[config.mk]
export PLATFORM = sky130hd
export DESIGN_NAME = lzd_decomp
export DESIGN_NICKNAME = d
export VERILOG_FILES = /design/src/rtl/lzd_pkg.sv /design/src/rtl/lzd_window.sv /design/src/rtl/lzd_ctrl.sv /design/src/rtl/lzd_decomp.sv
export SDC_FILE = /design/constraint.sdc
export NUM_CORES = 1
export LEC_CHECK = 0
export BUFFER_PORTS_ARGS = -buffer_cell sky130_fd_sc_hd__buf_2
export CAP_MARGIN = 25
export CORE_MARGIN = 2
export CORE_UTILIZATION = 30
export DETAILED_ROUTE_END_ITERATION = 10
export PLACE_DENSITY_LB_ADDON = 0.08
export SYNTH_ARGS = -nofsm -noshare
export SYNTH_HDL_FRONTEND = slang
export SYNTH_SLANG_ARGS = --single-unit
[constraint.sdc]
create_clock -name clk -period 6.76 [get_ports clk]
set_input_delay 0.338 -clock clk [delete_from_list [all_inputs] [get_ports clk]]
set_output_delay 0.338 -clock clk [all_outputs]
set_load 0.005 [all_outputs]
[src/rtl/lzd_pkg.sv]
package lzd_pkg;
  typedef enum logic [1:0] {
    ST_IDLE = 2'd0,
    ST_COPY = 2'd1,
    ST_LIT  = 2'd2
  } lzd_state_e;
endpackage

[src/rtl/lzd_window.sv]
module lzd_window #(
  parameter int SYM_W = 8,
  parameter int DEPTH = 16,
  parameter int PTR_W = $clog2(DEPTH) + 1
) (
  input  logic             clk,
  input  logic             rst_n,
  input  logic             shift_en,
  input  logic [SYM_W-1:0] shift_in,
  input  logic [PTR_W-1:0] rd_dist,
  output logic [SYM_W-1:0] rd_data
);
  logic [SYM_W-1:0] tap_q [DEPTH];

  // tap 0 is the newest symbol; each shift moves everything one tap older
  generate
    for (genvar g = 0; g < DEPTH; g++) begin : g_tap
      logic [SYM_W-1:0] tap_d;
      if (g == 0) begin : g_head
        assign tap_d = shift_in;
      end else begin : g_body
        assign tap_d = tap_q[g-1];
      end
      always_ff @(posedge clk or negedge rst_n) begin
        if (!rst_n) begin
          tap_q[g] <= '0;
        end else if (shift_en) begin
          tap_q[g] <= tap_d;
        end
      end
    end
  endgenerate

  // distance d selects tap d-1; zero or out-of-range distances read zero
  always_comb begin
    rd_data = '0;
    for (int i = 0; i < DEPTH; i++) begin
      if (rd_dist == PTR_W'(i + 1)) begin
        rd_data = tap_q[i];
      end
    end
  end
endmodule

[src/rtl/lzd_ctrl.sv]
module lzd_ctrl
  import lzd_pkg::*;
#(
  parameter int SYM_W = 8,
  parameter int PTR_W = 5,
  parameter int LEN_W = 8
) (
  input  logic             clk,
  input  logic             rst_n,
  input  logic             cw_valid,
  input  logic [PTR_W-1:0] cw_ptr,
  input  logic [LEN_W-1:0] cw_len,
  input  logic [SYM_W-1:0] cw_lit,
  input  logic             sym_ready,
  output logic             cw_ready,
  output logic             sym_valid,
  output logic             sel_lit,
  output logic             xfer,
  output logic [PTR_W-1:0] ptr_q,
  output logic [SYM_W-1:0] lit_q
);
  lzd_state_e       state_q, state_d;
  logic [LEN_W-1:0] cnt_q, cnt_d;
  logic             load_en, cnt_en;

  assign cw_ready  = (state_q == ST_IDLE);
  assign sym_valid = (state_q != ST_IDLE);
  assign sel_lit   = (state_q == ST_LIT);
  assign xfer      = sym_valid && sym_ready;
  assign load_en   = cw_ready && cw_valid;
  assign cnt_en    = load_en || (xfer && (state_q == ST_COPY));

  always_comb begin
    state_d = state_q;
    cnt_d   = cnt_q;
    unique case (state_q)
      ST_IDLE: begin
        cnt_d = cw_len;
        if (cw_valid) begin
          state_d = (cw_len == '0) ? ST_LIT : ST_COPY;
        end
      end
      ST_COPY: begin
        cnt_d = cnt_q - 1'b1;
        if (xfer && (cnt_q == LEN_W'(1))) begin
          state_d = ST_LIT;
        end
      end
      ST_LIT: begin
        if (xfer) begin
          state_d = ST_IDLE;
        end
      end
      default: state_d = ST_IDLE;
    endcase
  end

  always_ff @(posedge clk or negedge rst_n) begin
    if (!rst_n) begin
      state_q <= ST_IDLE;
    end else begin
      state_q <= state_d;
    end
  end

  always_ff @(posedge clk or negedge rst_n) begin
    if (!rst_n) begin
      cnt_q <= '0;
    end else if (cnt_en) begin
      cnt_q <= cnt_d;
    end
  end

  always_ff @(posedge clk or negedge rst_n) begin
    if (!rst_n) begin
      ptr_q <= '0;
      lit_q <= '0;
    end else if (load_en) begin
      ptr_q <= cw_ptr;
      lit_q <= cw_lit;
    end
  end
endmodule

[src/rtl/lzd_decomp.sv]
module lzd_decomp #(
  parameter int SYM_W = 8,
  parameter int DEPTH = 16,
  parameter int LEN_W = 8,
  localparam int PTR_W = $clog2(DEPTH) + 1
) (
  input  logic             clk,
  input  logic             rst_n,
  input  logic             cw_valid,
  output logic             cw_ready,
  input  logic [PTR_W-1:0] cw_ptr,
  input  logic [LEN_W-1:0] cw_len,
  input  logic [SYM_W-1:0] cw_lit,
  output logic             sym_valid,
  input  logic             sym_ready,
  output logic [SYM_W-1:0] sym_data
);
  logic             rst_meta_q, rst_sync_n;
  logic             sel_lit, xfer;
  logic [PTR_W-1:0] ptr_q;
  logic [SYM_W-1:0] lit_q, win_rd;

  // assert asynchronously, release on a clock edge
  always_ff @(posedge clk or negedge rst_n) begin
    if (!rst_n) begin
      rst_meta_q <= 1'b0;
      rst_sync_n <= 1'b0;
    end else begin
      rst_meta_q <= 1'b1;
      rst_sync_n <= rst_meta_q;
    end
  end

  lzd_ctrl #(.SYM_W(SYM_W), .PTR_W(PTR_W), .LEN_W(LEN_W)) u_ctrl (
    .clk      (clk),
    .rst_n    (rst_sync_n),
    .cw_valid (cw_valid),
    .cw_ptr   (cw_ptr),
    .cw_len   (cw_len),
    .cw_lit   (cw_lit),
    .sym_ready(sym_ready),
    .cw_ready (cw_ready),
    .sym_valid(sym_valid),
    .sel_lit  (sel_lit),
    .xfer     (xfer),
    .ptr_q    (ptr_q),
    .lit_q    (lit_q)
  );

  lzd_window #(.SYM_W(SYM_W), .DEPTH(DEPTH), .PTR_W(PTR_W)) u_win (
    .clk     (clk),
    .rst_n   (rst_sync_n),
    .shift_en(xfer),
    .shift_in(sym_data),
    .rd_dist (ptr_q),
    .rd_data (win_rd)
  );

  assign sym_data = sel_lit ? lit_q : win_rd;
endmodule

==> out/results.ini, run 1 <==
[power_and_ir_drop]
p_total_w=0.00442
sw_frac_of_total_pct=41.0
p_int_w=0.00260
power.density_mw_per_mm2=508
p_leak_nw=3.80
power_frac_comb_pct=39.4
power_frac_seq_pct=39.2
switchingPower_w=0.00181
ir_worst_vdd_uv=195
clockPowerShare_pct=21.4

[sta]
setup_tns_ps=0
tightestPinTransition_ps=982
skew_ps=12.0
fin_crit_sh_pct=53.5
finalCriticalPeriod_ps=3620
clock.fmax_mhz=276
grt_setup_unrepaired=no
maxSlewHeadroom_pct=34.5
setup_slack_ps=3140
setup_viol=0
report.final.slew_viol_count=0
hold_violations=0

[placement]
dp_hpwl_um=15100
portBuffers=34
gp_congestion=0.893
post-place-ws_ps=3630
placedCellCount=1017

[clocking]
cts_tree=built
clk_latency_ps=430
cts_buffers=17
h-tree-depth=4
postCtsResizedCells=0
numClockSinks=153
post-cts-setup-buffers=0
clock-root-buffer=clkbuf_16
clockBufferDepth=2
cts.clk_slew.worst_paths_ps=60

[synthesis]
yosysUniqueCellTypes=79
synth_compound_area_share_pct=14.8
yosysSeqAreaShare_pct=49.6
synth_seq_cells=153
synth_top_cell_by_area=dfrtp_1
ys_async_sr_fraction_pct=100
netlist_instances=697
synth_most_common_cell=dfrtp_1
synth_top_area_share_pct=49.6
synthTopCellsByCount=dfrtp_1, mux2_2, o21ai_0
synth_edf_count=0
ys.warnings.count=0
synth_xor_xnor_area_share_pct=0
synth_top_family_by_area=multiplexers
synth_fp_nets=724
synth.avg_cell_area_um2=11.1
synth-adder-area-share_pct=0.324
synthMuxAreaShare_pct=19.0
synth-simple-area-share_pct=11.8
synth_top_flop_cell=dfrtp_1
syn_area_mm2=0.00771
ys_top_cells_by_area=dfrtp_1, mux2_2, o21ai_0, nand2_1, nor2_1

[floorplanning]
rows=58
start_util_pct=30.6
ios=35
die_height_um=164
die-area_mm2=0.0270
die_w_um=164
core_area_mm2=0.0252

[cells_and_area]
num-fill-cells=2521
fin_cells=1051
nets=735
diodes=0
drive_above_1_share_pct=30.4
syn_to_final_growth_pct=12.7

[critical_path]
crit_arrival_ps=3280
path_cells=buf_4 -> nor2_1 -> nand3_1 -> nor2_1 -> a211oi_1 -> a21oi_1 -> nor2_1 -> buf_2
max_stage_delay_ps=690
cpLargestDelayFamily=simple AND/OR/NAND/NOR gates
r2r_setup_slack_ps=3820
crit_slowest_cell=nor2_1
r2r_end=u_win.g_tap[1].tap_d[4]
crit_buf_inv=2
crit_required_ps=6420
path_common_cell=nor2_1
worstSetupPathType=register to primary output
cp-start-kind=register
r2r_start=u_ctrl.ptr_q[0]
r2r_cells=7
critical_path.endpoint_type=primary output
cp_max_fo=53

[grt]
gr-total-overflow=0
grt_max_degree=83
grt_use_total_pct=16.9
grt_pass1_wl_um=34100
first_global_vias=5658
antenna_found_initial=0

[hold_path]
hold_end=u_ctrl.lit_q[6]
hold_depth=3
worst_hold_startpoint=cw_lit[6]
holdCritPathClass=input pin to register

[route]
remaining_drc_errors=0
ant_nets=0
drtIter0Drc=620
wl_um=21600
vias=5644
routed_via_density=5.37
routedWlPerCell_um=20.5
drt_first_pass_iters=6

[run]
max_cap_violations=0

[outcome]
status=finished clean

-- how the worst max path moves through the flow --
stage,endpoint,slack (ps),cells past startpoint,from
5_1_grt,sym_data[1],2970,8,u_ctrl.ptr_q[1]
3_3_place_gp,sym_data[1],3620,8,u_ctrl.ptr_q[1]
6_report,sym_data[1],3140,8,u_ctrl.ptr_q[1]
3_5_place_dp,sym_data[1],3630,8,u_ctrl.ptr_q[1]
2_1_floorplan,u_ctrl.cnt_q[0],2180,0,rst_sync_n
4_1_cts,sym_data[1],3160,8,u_ctrl.ptr_q[1]
-- logic make-up after synthesis --
family	count (synthesis)
simple gates	174
other cells	1
buf+inv	69
fa+ha+maj	2
compound gates	167
flops	153
mux	131
-- tightest hold or removal path, cell delays in order --
cell,delay (ps)
buf_2,70
nand2_1,40
o21ai_0,60
-- state kept, by name (all words and copies together) (netlist names) --
signal / count
u_ctrl.lit_q: 8
u_win.g_tap.tap_d: 120
u_win.tap_q: 8
u_ctrl.cnt_q: 8
rst_meta_q: 1
u_ctrl.state_q: 2
rst_sync_n: 1
u_ctrl.ptr_q: 5
-- cell type report --
class | count | area (µm²) | area share (%)
Timing Repair Buffer | 42 | 245 | 2.82
Multi-Input combinational cell | 475 | 3550 | 40.9
Tap cell | 330 | 413 | 4.75
Sequential cell | 153 | 3830 | 44.1
Clock inverter | 14 | 138 | 1.58
Inverter | 19 | 71.3 | 0.820
Clock buffer | 18 | 439 | 5.05
-- power groups by stage --
stage	combinational (W)	clock (W)	sequential (W)
floorplan	0.00141	0	0.00150
global placement	0.00173	0	0.00174
detailed placement	0.00173	0	0.00174
CTS	0.00174	0.000973	0.00173
global route	0.00191	0.00102	0.00180
finish	0.00174	0.000945	0.00173
-- placed cells by master, fill, tap and decap left out, drive strengths merged, types with 4 or more instances in the layout --
cell type,instances
clkinvlp,4
nor4bb,4
o21ai,57
o22ai,5
mux2i,6
o22a,4
o32ai,5
o31ai,7
a22oi,8
mux2,125
inv,24
nor2b,9
clkinv,4
nor2,42
buf,41
dfrtp,153
nand2b,12
nand2,46
a31oi,4
a21oi,28
nor4,5
clkbuf,18
and3,4
nand3,15
nor3b,6
o211ai,5
nor3,13
-- per-stage QoR --
stage / utilization (%) / hold slack [ps] / area [µm²]
after floorplan: - / 42.4 / 7710
after global placement: 32.1 / 126 / 8090
after detailed placement: 32.1 / 127 / 8090
after CTS: 34.4 / 109 / 8670
after global routing: 34.5 / 115 / 8690
final: 34.5 / 128 / 8690
-- repair_timing --
action	in CTS	in global routing
hold endpoints to repair	2	0
hold buffers	1	0
endpoints found under the setup margin	0	0
-- metal layers --
metal	global-route usage [%]	vias to the layer above	part of all wire (%)
met2	25.8	162	45
met3	3.33	24	4.1
met5	0	-	0
met1	23.8	2874	49
met4	6.18	0	1.9
li1	-	2584	-
No activity file was read; power rests on OpenSTA's default activity.
==> run 2: changes to the inputs <==
--- a/config.mk
+++ b/config.mk
@@ -5,6 +5,7 @@
 export SDC_FILE = /design/constraint.sdc
 export NUM_CORES = 1
 export LEC_CHECK = 0
+export ABC_AREA = 1
 export BUFFER_PORTS_ARGS = -buffer_cell sky130_fd_sc_hd__buf_2
 export CAP_MARGIN = 25
 export CORE_MARGIN = 2
==> constraint.sdc (replaced) <==
create_clock -name clk -period 3.5 [get_ports clk]
set_input_delay 0.175 -clock clk [delete_from_list [all_inputs] [get_ports clk]]
set_output_delay 0.175 -clock clk [all_outputs]
set_load 0.005 [all_outputs]
==> run 2 against run 1 <==
Compared with the run above: highest routed layer unchanged; critical path depth increased by 6; clock skew up 1.2 ps; first-iteration DRC count is 46% lower; via count up 3.3%; sequential power grew 71%; final area is 2.1% lower; total power increased by 58%; core utilization increased by 1.5 points; clock power increased by 110%; count of clock-buffer cells in the layout unchanged; sequential cell count stayed put.
==> out/results.ini, run 2 <==
[outcome]
status=finished clean

[synthesis]
synth_edf_count=0
synth_seq_cells=153
ys.warnings.count=0
yosysSeqAreaShare_pct=52.7
ys_async_sr_fraction_pct=100
synthTopCellsByCount=nand2_1, dfrtp_1, o21ai_0
netlist_instances=926
syn_area_mm2=0.00727
synth_most_common_cell=nand2_1
yosysUniqueCellTypes=34
synth_top_cell_by_area=dfrtp_1
synth_top_area_share_pct=52.7
ys_top_cells_by_area=dfrtp_1, nand2_1, o21ai_0, inv_1, nor2_1
synth_top_flop_cell=dfrtp_1
synth_fp_nets=953
synth.avg_cell_area_um2=7.85

[route]
ant_nets=0
routedWlPerCell_um=15.4
vias=5830
wl_um=20000
routed_via_density=4.50
remaining_drc_errors=0
drtIter0Drc=332
drt_first_pass_iters=5

[floorplanning]
rows=56
die-area_mm2=0.0255
die_w_um=160
die_height_um=160
core_area_mm2=0.0236
start_util_pct=30.8
ios=35

[sta]
tightestPinTransition_ps=789
fin_crit_sh_pct=83.7
finalCriticalPeriod_ps=2930
setup_viol=0
grt_setup_unrepaired=no
report.final.slew_viol_count=0
maxSlewHeadroom_pct=47.2
setup_tns_ps=0
hold_violations=0
skew_ps=13.2
clock.fmax_mhz=341

[power_and_ir_drop]
sw_frac_of_total_pct=39.8
p_leak_nw=4.01
p_int_w=0.00421
power_frac_seq_pct=42.1
ir_worst_vdd_uv=320
switchingPower_w=0.00279
clockPowerShare_pct=28.0
power.density_mw_per_mm2=822
p_total_w=0.00699
power_frac_comb_pct=29.9

[placement]
placed_cell_area_mm2=0.00780
gp_congestion=0.740
portBuffers=34
dp_hpwl_um=13900

[grt]
grt_use_total_pct=16.6
gr-total-overflow=0
antenna_found_initial=0
met1_usage_pct=24.1
first_global_vias=5687
top_usage_layer=met2
use_met2_pct=25.6
grt_max_degree=137
use_met3_pct=3.35
grt_pass1_wl_um=33100

[cells_and_area]
final_common_cell=nand2_1
nets=991
design_area_mm2=0.00851
num-fill-cells=2522
largest_register_ffs=120
mostFrequentLayoutCells=nand2_1, dfrtp_1, o21ai_0
drive_above_1_share_pct=12.0
syn_to_final_growth_pct=17.1
diodes=0

[clocking]
clk_latency_ps=430
cts_tree=built
cts_buffers=17
cts.clk_slew.worst_paths_ps=70
clockBufferDepth=2
numClockSinks=153
h-tree-depth=4
clock-root-buffer=clkbuf_16

[hold_path]
hold_depth=3
holdCritPathClass=input pin to register

[run]
max_cap_violations=0

[critical_path]
r2r_cells=15
crit_required_ps=3320
cp-start-kind=register
crit_arrival_ps=2760
worstSetupPathType=register to primary output
critical_path.endpoint_type=primary output
cp_max_fo=11

run 2: cell count changes after synthesis, sizes merged, moves of 30 or more:
cell	change
o21ai	+52
nand2	+319
buf	-30
mux2	-118
nor2	+36
inv	+80
run 2: cell type report:
type | count | area (µm²) | share of cell area [%]
timing repair buffer | 55 | 388 | 4.56
inverter | 98 | 369 | 4.34
sequential | 153 | 3830 | 45.0
clock inverter | 14 | 180 | 2.12
multi-input combinational | 639 | 2900 | 34.1
clock buffer | 18 | 439 | 5.16
tap | 319 | 399 | 4.69
run 2: routing by layer:
metal / vias up / part of all wire (%)
met5: - / 0
met4: 0 / 0.75
met3: 10 / 2.4
met2: 62 / 47
met1: 2770 / 50
li1: 2988 / -
run 2: critical path, cell delays in order (launching register included):
cell and delay (ps):
dfrtp_1 620, inv_1 130, nand3_2 210, nor2_4 80, nand2_1 60, nand3_1 80
nor2_1 160, nand4_1 140, nand2_1 100, nand4_1 80, nor2_1 210, nand4_1 140
nand2_1 100, nand2_1 80, buf_2 130
run 2: kinds of logic after synthesis:
group / share of synthesized area [%]
AO/OA/AOI/OAI: 9.44
XOR/XNOR: 0.482
adder cells (fa/ha/maj): 0.344
buffers and inverters: 7.47
flip-flops: 52.7
multiplexers: 1.08
other: 0.0516
AND/OR/NAND/NOR: 28.4
run 2: through the flow:
step | util [%] | hold WS [ps] | setup slack [ps] | instances
after global routing | 36.0 | 31.3 | 337 | 1296
after detailed placement | 33.0 | -34.8 | 1040 | 1255
after floorplan | - | -121 | 964 | 926
after global placement | 33.0 | -37.7 | 1030 | 1255
final | 36.0 | 22.5 | 570 | 1296
after CTS | 36.0 | 5.70 | 572 | 1296
run 2: path summary, 6_finish.rpt:
kind                                 startpoint                      end  slack (ps)
worst max-delay path            u_ctrl.ptr_q[1]              sym_data[2]         570
worst min-delay path                  cw_ptr[3]          u_ctrl.ptr_q[3]          20
worst max register to register  u_ctrl.ptr_q[1]  u_win.g_tap[1].tap_d[2]        1090
worst min register to register       rst_sync_n  u_win.g_tap[1].tap_d[7]         320
max in group asynchronous            rst_sync_n  u_win.g_tap[6].tap_d[6]        2340
min in group asynchronous                 rst_n               rst_sync_n          50
run 2: power by group through the flow:
stage                     sequential, W  combinational (W)  clock, W
after CTS                       0.00295            0.00214   0.00200
after floorplan                 0.00278            0.00153         0
after detailed placement        0.00298            0.00213         0
after global routing            0.00304            0.00243   0.00209
final                           0.00295            0.00209   0.00196
after global placement          0.00299            0.00212         0
run 2: repair_timing:
item / CTS / global route
buffers inserted: 0 / 0
gates resized for setup: 0 / 0
endpoints found under the hold margin: 10 / 0
hold buffers: 9 / 0
==> run 3: changes to the inputs <==
--- a/config.mk
+++ b/config.mk
@@ -5,7 +5,7 @@
 export SDC_FILE = /design/constraint.sdc
 export NUM_CORES = 1
 export LEC_CHECK = 0
-export ABC_AREA = 1
+export ABC_AREA = 0
 export BUFFER_PORTS_ARGS = -buffer_cell sky130_fd_sc_hd__buf_2
 export CAP_MARGIN = 25
 export CORE_MARGIN = 2
==> constraint.sdc (replaced) <==
create_clock -name clk -period 2.9 [get_ports clk]
set_input_delay 0.145 -clock clk [delete_from_list [all_inputs] [get_ports clk]]
set_output_delay 0.145 -clock clk [all_outputs]
set_load 0.005 [all_outputs]
==> run 3 against run 2 <==
Compared with the run above: via count down 2.0%; final area up 8.9%; register-to-register slack worse by 470 ps; sequential cell count unchanged; total power up 55%; critical path type unchanged; first-iteration DRC count down 16%.
==> out/results.ini, run 3 (same netlist as run 1, synthesis figures left out) <==
[outcome]
status=finished clean

[clocking]
clockBufferDepth=2
h-tree-depth=4
cts_tree=built
cts_buffers=17
clock-root-buffer=clkbuf_16
numClockSinks=153
clk_latency_ps=430
cts.clk_slew.worst_paths_ps=70

[critical_path]
worstSetupPathType=register to primary output
cp-start-kind=register
crit_arrival_ps=2640
critical_path.endpoint_type=primary output
crit_required_ps=2760
cp_max_fo=15
r2r_start=u_ctrl.ptr_q[1]
crit_path_start=u_ctrl.ptr_q[4]

[placement]
portBuffers=34
gp_congestion=0.849
dp_hpwl_um=15900

[route]
wl_um=22200
routed_via_density=5.16
drtIter0Drc=278
routedWlPerCell_um=20.1
remaining_drc_errors=0
ant_nets=0
vias=5714
drt_first_pass_iters=4

[sta]
holdWs_ps=21.2
tightestPinTransition_ps=702
maxSlewHeadroom_pct=53.2
clock.fmax_mhz=359
fin_crit_sh_pct=96.2
hold_violations=0
report.final.slew_viol_count=0
setup_tns_ps=0
finalCriticalPeriod_ps=2790
setup_viol=0
skew_ps=12.1

[grt]
grt_use_total_pct=17.2
antenna_found_initial=0
gr-total-overflow=0
grt_max_degree=54
first_global_vias=5973
grt_pass1_wl_um=35200

[power_and_ir_drop]
ir_worst_vdd_uv=392
p_leak_nw=4.11
power.density_mw_per_mm2=1170

[floorplanning]
rows=58
die-area_mm2=0.0270
core_area_mm2=0.0252
start_util_pct=30.6
die_w_um=164
die_height_um=164
ios=35

[cells_and_area]
seq_area_mm2=0.00385
nets=791
mostFrequentLayoutCells=dfrtp_1, mux2_2, o21ai_0
final_common_cell=dfrtp_1
largest_register_ffs=120
fin_util_pct=36.8
multi_input_area_mm2=0.00359
diodes=0
syn_to_final_growth_pct=20.1
num-fill-cells=2471
drive_above_1_share_pct=35.4

[hold_path]
holdCritPathClass=input pin to asynchronous set/reset pin

[run]
max_cap_violations=0

run 3: repair_timing:
action                                  CTS  global route
endpoints found under the setup margin    8             8
hold buffers                             15             0
pin swaps                                 0             1
resized for setup                         7            15
endpoints found under the hold margin    16             0
cloned                                    0             0
buffers inserted                          0            14
run 3: area by class of cell:
type | instances | share of cell area, %
Sequential cell | 153 | 41.5
Multi-Input combinational cell | 475 | 38.7
Timing Repair Buffer | 98 | 8.18
Clock buffer | 17 | 4.59
Tap cell | 330 | 4.46
Clock inverter | 15 | 1.73
Inverter | 19 | 0.783
run 3: stage by stage:
step                      instances  power (W)  cell area (µm²)  setup WS [ps]
after floorplan                 697    0.00679             7710            364
after global placement         1046    0.00834             8370            317
after detailed placement       1046    0.00839             8370            341
after CTS                      1093     0.0107             9110           15.4
after global routing           1107     0.0116             9270          -1.97
final                          1107     0.0108             9270            111
run 3: worst paths after layout:
check	to	slack [ps]	depth (start not counted)
min	rst_sync_n	20	2
min in group clk	u_ctrl.cnt_q[1]	30	3
min reg2reg	rst_sync_n	360	0
max in group asynchronous	u_ctrl.lit_q[2]	1750	1
max reg2reg	u_win.g_tap[1].tap_d[4]	620	7
max	sym_data[4]	110	6
run 3: metal layers:
layer	vias up	GRT usage, %	part of all wire, %
li1	2690	-	-
met1	2887	24.5	49
met2	107	26.6	46
met3	30	2.88	2.9
met4	0	5.14	1.8
met5	-	0	0
run 3: report_power, final:
part	total [W]	internal, W	switching [W]
clock	0.00222	0.00122	0.00100
sequential	0.00394	0.00303	0.000911
combinational	0.00467	0.00221	0.00246
total	0.0108	0.00647	0.00437
run 3: worst max-delay path, stage by stage, from the launching register on:
cell and delay, ps:
dfrtp_4 580, nand3b_2 380, nor2_1 490, buf_4 230, a22oi_1 60, a41oi_1 290
buf_2 190
